$ cat config.mk
export PLATFORM = sky130hd
export DESIGN_NAME = flow_classifier
export DESIGN_NICKNAME = d
export VERILOG_FILES = /design/src/rtl/flow_cls_pkg.sv /design/src/rtl/fc_entry_table.sv /design/src/rtl/fc_match_array.sv /design/src/rtl/fc_prio_pick.sv /design/src/rtl/flow_classifier.sv
export SDC_FILE = /design/constraint.sdc
export NUM_CORES = 2
export LEC_CHECK = 0
export BUFFER_PORTS_ARGS = -buffer_cell sky130_fd_sc_hd__buf_2
export CAP_MARGIN = 20
export CORE_ASPECT_RATIO = 0.5
export CORE_MARGIN = 8
export CORE_UTILIZATION = 60
export DETAILED_ROUTE_END_ITERATION = 12
export PLACE_DENSITY_LB_ADDON = 0.08
export SLEW_MARGIN = 20
export SYNTH_ARGS = -nofsm -noshare
export SYNTH_HDL_FRONTEND = slang
export SYNTH_HIERARCHICAL = 1
export SYNTH_SLANG_ARGS = --single-unit
$ cat constraint.sdc
create_clock -name clk_i -period 4.4 [get_ports clk_i]
set_clock_uncertainty 0.2 [all_clocks]
set_input_delay 0.44 -clock clk_i [delete_from_list [all_inputs] [get_ports clk_i]]
set_output_delay 0.44 -clock clk_i [all_outputs]
set_load 0.02 [all_outputs]
$ cat src/rtl/flow_cls_pkg.sv
package flow_cls_pkg;
  localparam int unsigned IP_W    = 32;
  localparam int unsigned PORT_W  = 16;
  localparam int unsigned PROTO_W = 8;
  localparam int unsigned HDR_W   = 2 * IP_W + 2 * PORT_W + PROTO_W;

  typedef struct packed {
    logic [IP_W-1:0]    src_ip;
    logic [IP_W-1:0]    dst_ip;
    logic [PORT_W-1:0]  src_port;
    logic [PORT_W-1:0]  dst_port;
    logic [PROTO_W-1:0] proto;
  } hdr_t;
endpackage

$ cat src/rtl/fc_entry_table.sv
module fc_entry_table #(
  parameter int unsigned N_ENT  = 4,
  parameter int unsigned KEY_W  = 112,
  parameter int unsigned FLOW_W = 16,
  localparam int unsigned IDX_W = (N_ENT > 1) ? $clog2(N_ENT) : 1,
  localparam int unsigned CNT_W = IDX_W + 1
) (
  input  logic                        clk_i,
  input  logic                        rst_ni,
  input  logic                        wr_start_i,
  input  logic [IDX_W-1:0]            wr_base_i,
  input  logic [CNT_W-1:0]            wr_count_i,
  input  logic                        wr_beat_i,
  input  logic                        wr_enable_i,
  input  logic [KEY_W-1:0]            wr_value_i,
  input  logic [KEY_W-1:0]            wr_mask_i,
  input  logic [FLOW_W-1:0]           wr_flow_i,
  output logic [N_ENT-1:0][KEY_W-1:0] value_o,
  output logic [N_ENT-1:0][KEY_W-1:0] mask_o,
  output logic [N_ENT-1:0][FLOW_W-1:0] flow_o,
  output logic [N_ENT-1:0]            enable_o
);
  localparam logic [CNT_W-1:0] LAST = CNT_W'(N_ENT - 1);

  logic [CNT_W-1:0] ptr_q;
  logic [CNT_W-1:0] rem_q;
  logic             wr_fire;

  // a beat is accepted only while a burst is open
  assign wr_fire = wr_beat_i && !wr_start_i && (rem_q != '0);

  always_ff @(posedge clk_i or negedge rst_ni) begin
    if (!rst_ni) begin
      ptr_q <= '0;
      rem_q <= '0;
    end else if (wr_start_i) begin
      ptr_q <= CNT_W'(wr_base_i);
      rem_q <= wr_count_i;
    end else if (wr_fire) begin
      ptr_q <= ptr_q + 1'b1;
      rem_q <= (ptr_q == LAST) ? '0 : rem_q - 1'b1;
    end
  end

  for (genvar g = 0; g < N_ENT; g++) begin : g_ent
    logic sel;
    assign sel = wr_fire && (ptr_q == CNT_W'(g));
    always_ff @(posedge clk_i or negedge rst_ni) begin
      if (!rst_ni) begin
        value_o[g]  <= '0;
        mask_o[g]   <= '0;
        flow_o[g]   <= '0;
        enable_o[g] <= 1'b0;
      end else if (sel) begin
        value_o[g]  <= wr_value_i;
        mask_o[g]   <= wr_mask_i;
        flow_o[g]   <= wr_flow_i;
        enable_o[g] <= wr_enable_i;
      end
    end
  end
endmodule

$ cat src/rtl/fc_match_array.sv
module fc_match_array #(
  parameter int unsigned N_ENT = 4,
  parameter int unsigned KEY_W = 112
) (
  input  logic [KEY_W-1:0]             key_i,
  input  logic [N_ENT-1:0][KEY_W-1:0]  value_i,
  input  logic [N_ENT-1:0][KEY_W-1:0]  mask_i,
  input  logic [N_ENT-1:0]             enable_i,
  output logic [N_ENT-1:0]             hit_o
);
  for (genvar g = 0; g < N_ENT; g++) begin : g_cmp
    assign hit_o[g] = enable_i[g] && (((key_i ^ value_i[g]) & mask_i[g]) == '0);
  end
endmodule

$ cat src/rtl/fc_prio_pick.sv
module fc_prio_pick #(
  parameter int unsigned N_ENT    = 4,
  parameter int unsigned FLOW_W   = 16,
  parameter logic [FLOW_W-1:0] MISS_FLOW = 1
) (
  input  logic [N_ENT-1:0]             hit_i,
  input  logic [N_ENT-1:0][FLOW_W-1:0] flow_i,
  output logic [FLOW_W-1:0]            flow_o
);
  // walk down so the lowest index wins
  always_comb begin
    flow_o = MISS_FLOW;
    for (int i = N_ENT - 1; i >= 0; i--) begin
      if (hit_i[i]) flow_o = flow_i[i];
    end
  end
endmodule

$ cat src/rtl/flow_classifier.sv
module flow_classifier
  import flow_cls_pkg::*;
#(
  parameter int unsigned N_ENT     = 4,
  parameter int unsigned KEY_W     = 112,
  parameter int unsigned FLOW_W    = 16,
  parameter logic [FLOW_W-1:0] MISS_FLOW = 1,
  localparam int unsigned IDX_W    = (N_ENT > 1) ? $clog2(N_ENT) : 1,
  localparam int unsigned CNT_W    = IDX_W + 1,
  localparam int unsigned PAD_W    = KEY_W - HDR_W
) (
  input  logic              clk_i,
  input  logic              rst_ni,
  input  logic              key_valid_i,
  input  logic [31:0]       src_ip_i,
  input  logic [31:0]       dst_ip_i,
  input  logic [15:0]       src_port_i,
  input  logic [15:0]       dst_port_i,
  input  logic [7:0]        proto_i,
  input  logic              wr_start_i,
  input  logic [IDX_W-1:0]  wr_base_i,
  input  logic [CNT_W-1:0]  wr_count_i,
  input  logic              wr_beat_i,
  input  logic              wr_enable_i,
  input  logic [KEY_W-1:0]  wr_value_i,
  input  logic [KEY_W-1:0]  wr_mask_i,
  input  logic [FLOW_W-1:0] wr_flow_i,
  output logic              out_valid_o,
  output logic [FLOW_W-1:0] flow_id_o,
  output logic [N_ENT-1:0]  hit_vec_o,
  output logic              ttl_clear_o
);
  hdr_t                         hdr;
  logic [KEY_W-1:0]             key;
  logic [N_ENT-1:0][KEY_W-1:0]  ent_value;
  logic [N_ENT-1:0][KEY_W-1:0]  ent_mask;
  logic [N_ENT-1:0][FLOW_W-1:0] ent_flow;
  logic [N_ENT-1:0]             ent_valid;
  logic [N_ENT-1:0]             hit;
  logic [FLOW_W-1:0]            pick;

  assign hdr = '{src_ip: src_ip_i, dst_ip: dst_ip_i, src_port: src_port_i,
                 dst_port: dst_port_i, proto: proto_i};

  if (PAD_W > 0) begin : g_pad
    assign key = {hdr, {PAD_W{1'b0}}};
  end else begin : g_nopad
    assign key = KEY_W'(hdr);
  end

  fc_entry_table #(.N_ENT(N_ENT), .KEY_W(KEY_W), .FLOW_W(FLOW_W)) u_table (
    .clk_i, .rst_ni,
    .wr_start_i, .wr_base_i, .wr_count_i, .wr_beat_i, .wr_enable_i,
    .wr_value_i, .wr_mask_i, .wr_flow_i,
    .value_o(ent_value), .mask_o(ent_mask), .flow_o(ent_flow), .enable_o(ent_valid)
  );

  fc_match_array #(.N_ENT(N_ENT), .KEY_W(KEY_W)) u_match (
    .key_i(key), .value_i(ent_value), .mask_i(ent_mask),
    .enable_i(ent_valid), .hit_o(hit)
  );

  fc_prio_pick #(.N_ENT(N_ENT), .FLOW_W(FLOW_W), .MISS_FLOW(MISS_FLOW)) u_pick (
    .hit_i(hit), .flow_i(ent_flow), .flow_o(pick)
  );

  always_ff @(posedge clk_i or negedge rst_ni) begin
    if (!rst_ni) begin
      out_valid_o <= 1'b0;
      flow_id_o   <= MISS_FLOW;
      hit_vec_o   <= '0;
      ttl_clear_o <= (MISS_FLOW == '0);
    end else begin
      out_valid_o <= key_valid_i;
      if (key_valid_i) begin
        flow_id_o   <= pick;
        hit_vec_o   <= hit;
        ttl_clear_o <= (pick == '0);
      end
    end
  end
endmodule

==> results.md <==
- Post-Synth XOR/XNOR Area: 0.0880
- P per Cell Area: 652 mW/mm2
- Setup violators final: 0
- Die Span Y: around 210 um
- Synth warn: 6
- Tcrit/Tclk final: 0.956
- Via-to-Cell Ratio: 5.72
- Crit Path Class: reg -> reg
- Largest net degree at the start of global routing: 165
- Netlist cell types: 49
- Clk Latency, worst-skew pair: 0.66 ns
- Worst setup SP type: register
- Core box area: 0.0733 mm2
- Drt wl/cell: 24.0 um
- Final hold vios: 0
- Clock sink count: 992
- Most frequent cells after synthesis: dfrtp_1, mux2_2, xor2_1, mux2_4, a22oi_1
- Dpl cells: roughly 4300
- Nets: 3994
- Leakage: ~24 nW
- Post-DP HPWL: 79.4 mm
- Clk slew on worst S/H paths: 0.07 ns
- # IOs: 377
- Die span in x: ~400 um
- Synth top area share: 0.556
- Post-synth top area cell: dfrtp_1
- Placement Cell Area: 0.0475 mm2
- R2r worst-path depth: 12
- Register area share after synthesis: 0.557
- Initial DRC count: 1522
- MaxCap Viol Count: 0
- Vias in the first global route: 29000
- Post-Synthesis Cells: 2933
- Synth Flop Type: dfrtp_1
- TritonCTS Buffers: 86
- Main area contributors after synthesis: dfrtp_1, mux2_2, xor2_1
- R2R setup slack: 0.19 ns
- Least-Margin Pin Slew: 1.10 ns
- Largest family of logic cells by synthesized area: multiplexers
- Initial Util: 0.608
- Clk buf depth: 3
- R2R Path End: ttl_clear_o
- Htree depth: 3
- Synthesized flop and latch total: approximately 990
- Post-Synth Adder-Cell Area: 0.00196
- Final Critical Period: 4.21 ns
- Data required, critical path: 4.78 ns
- Total gr overflow: 0
- Vias: 26800
- Synth Area in Compound Gates: 0.0479
- Number of enable flip-flop cells after synthesis: 0
- Hold Path Class: in -> reg
- Fillers: just under 5000
- R2R Path Start: u_table/value_o[231]
- Global Route Usage Sum: 0.267
- TritonCTS clock tree: built
- Layout cells sized above 1: 0.427
- Worst Setup EP: ttl_clear_o
- Slew HR: 0.270
- Asr flop ratio synth: 1.00
- Port Buffers: approximately 380
- Post-Route WL: about 110 mm
- Total Power: 34.6 mW
- Pre-antenna DRT Iters: 5
- Die area: 0.0838 mm2
- Crit path launch: u_table/value_o[231]
- Max IR drop VDD: 0.377 mV
- Setup Buffers After CTS: 0
- Most numerous cell in the Yosys netlist: dfrtp_1
- Final Non-Filler Cells: approximately 4700
- Post-Synth Simple-Gate Area: 0.0164
- Post-synthesis cell area: 0.0446 mm2
- Multi-input logic area: 0.0188 mm2
- CP Max Fanout: 3
- Worst Path Arrival: 4.59 ns
- Final ANT Viol Nets: 0
- Final instance area: roughly 0.053 mm2
- Syn Area/Cell: 15.2 um2
- Clock root buffer: clkbuf_16
- Area delta synth->final: 19.0%
- Initial antenna violation count: 25
- Status: finished, final reports clean
- Routability cong.: 0.874
- Pins Over Slew Limit: 0
- Crit end category: register
- Multiplexer area fraction after synthesis: 0.264
- Sequential cell area: 0.0248 mm2
- Fmax: between 0.2 and 0.25 GHz
- Row count: 70
- First-pass GRT wire length: roughly 180 mm
- Drc violations: 0
## cell type report
class                   instances  share of cell area
flip-flops and latches        992               0.468
multi-input cells            1847               0.355
repair buffers                696              0.0984
clock buffers                 132              0.0493
well taps                     972              0.0229
clock inverters                28             0.00592
inverters                       9            0.000636
diodes                         13            0.000613
## critical path, cell delays in order (launching register included)
cell,delay (ns)
dfrtp_1,0.38
xor2_1,0.16
a22oi_1,0.25
nand4_1,0.22
or4_1,0.76
or4_1,0.63
nor4_4,0.36
nor2b_1,0.22
a21oi_2,0.04
a221o_1,0.37
nor4_1,0.29
nand4_1,0.12
o22ai_1,0.11
## logic make-up after synthesis
family | after synthesis
AOI/OAI and AO/OA | 275
xor gates and xnor gates | 448
adders and majority gates | 7
buffers and inverters | 125
DFF | 992
muxes | 984
other | 1
and+or+nand+nor | 101
## cell usage in the layout, fill, tap and decap left out, types with 8 or more instances in the layout
cell type      count
buf_4             41
xor2_1           448
o22ai_1           15
diode_2           13
dlygate4sd3_1    256
nand2_1           10
inv_1              8
nand4_1           36
clkinv_2          16
buf_2            375
nand3_1           10
clkbuf_16         89
mux2_4           190
mux2_2           794
buf_12            23
a21oi_1           14
a22oi_1          139
a22o_1            43
conb_1            32
clkbuf_8          23
clkbuf_1          20
dfrtp_1          991
a221oi_1          47
## registers in the layout (all words and copies together), names as in the netlist
| register | count |
|---|---|
| flow_id_o | 16 |
| u_table/ptr_q | 3 |
| ttl_clear_o | 1 |
| hit_vec_o | 4 |
| u_table/enable_o | 4 |
| u_table/flow_o | 64 |
| out_valid_o | 1 |
| u_table/mask_o | 448 |
| u_table/value_o | 448 |
| u_table/rem_q | 3 |
## routing by layer
metal	global-route usage	up-vias	share of wire
met5	0	-	0.00059
met1	0.370	14000	0.45
li1	-	12100	-
met3	0.0565	164	0.053
met4	0.0636	14	0.021
met2	0.434	543	0.48
## through the flow
step           setup TNS, ns  hold slack, ns  utilization  worst slack, ns
4_1_cts                    0          0.0388        0.724            0.211
3_3_place_gp               0           0.287        0.649           0.0265
3_5_place_dp               0           0.293        0.649          0.00344
5_1_grt             -0.00838           0.128        0.724         -0.00838
6_report                   0          0.0977        0.724            0.193
2_1_floorplan              0         -0.0556            -            0.919
## where the power goes
part           internal (mW)  leakage, nW  switching [mW]  total, mW
Clock                   4.47         1.46            3.43       7.91
Combinational           5.98         11.0            4.28       10.3
Sequential              13.6         12.0            2.85       16.4
## worst min-delay path by stage
stage          cells past startpoint  slack, ns                   to                 from
2_1_floorplan                      0      -0.06        flow_id_o[10]               rst_ni
6_report                           2        0.1   u_table/value_o[1]        wr_value_i[1]
4_1_cts                            3       0.04     u_table/rem_q[0]            wr_beat_i
5_1_grt                            3       0.13     u_table/rem_q[1]            wr_beat_i
3_3_place_gp                       1       0.29  u_table/mask_o[418]  u_table/mask_o[418]
3_5_place_dp                       1       0.29  u_table/mask_o[306]  u_table/mask_o[306]
## what timing repair did
action	4_1_cts	5_1_grt
hold buffers	256	0
endpoints found under the hold margin	1029	0
gates resized for setup	0	2
setup endpoints to repair	0	1
Power figures use the tool's default switching activity.
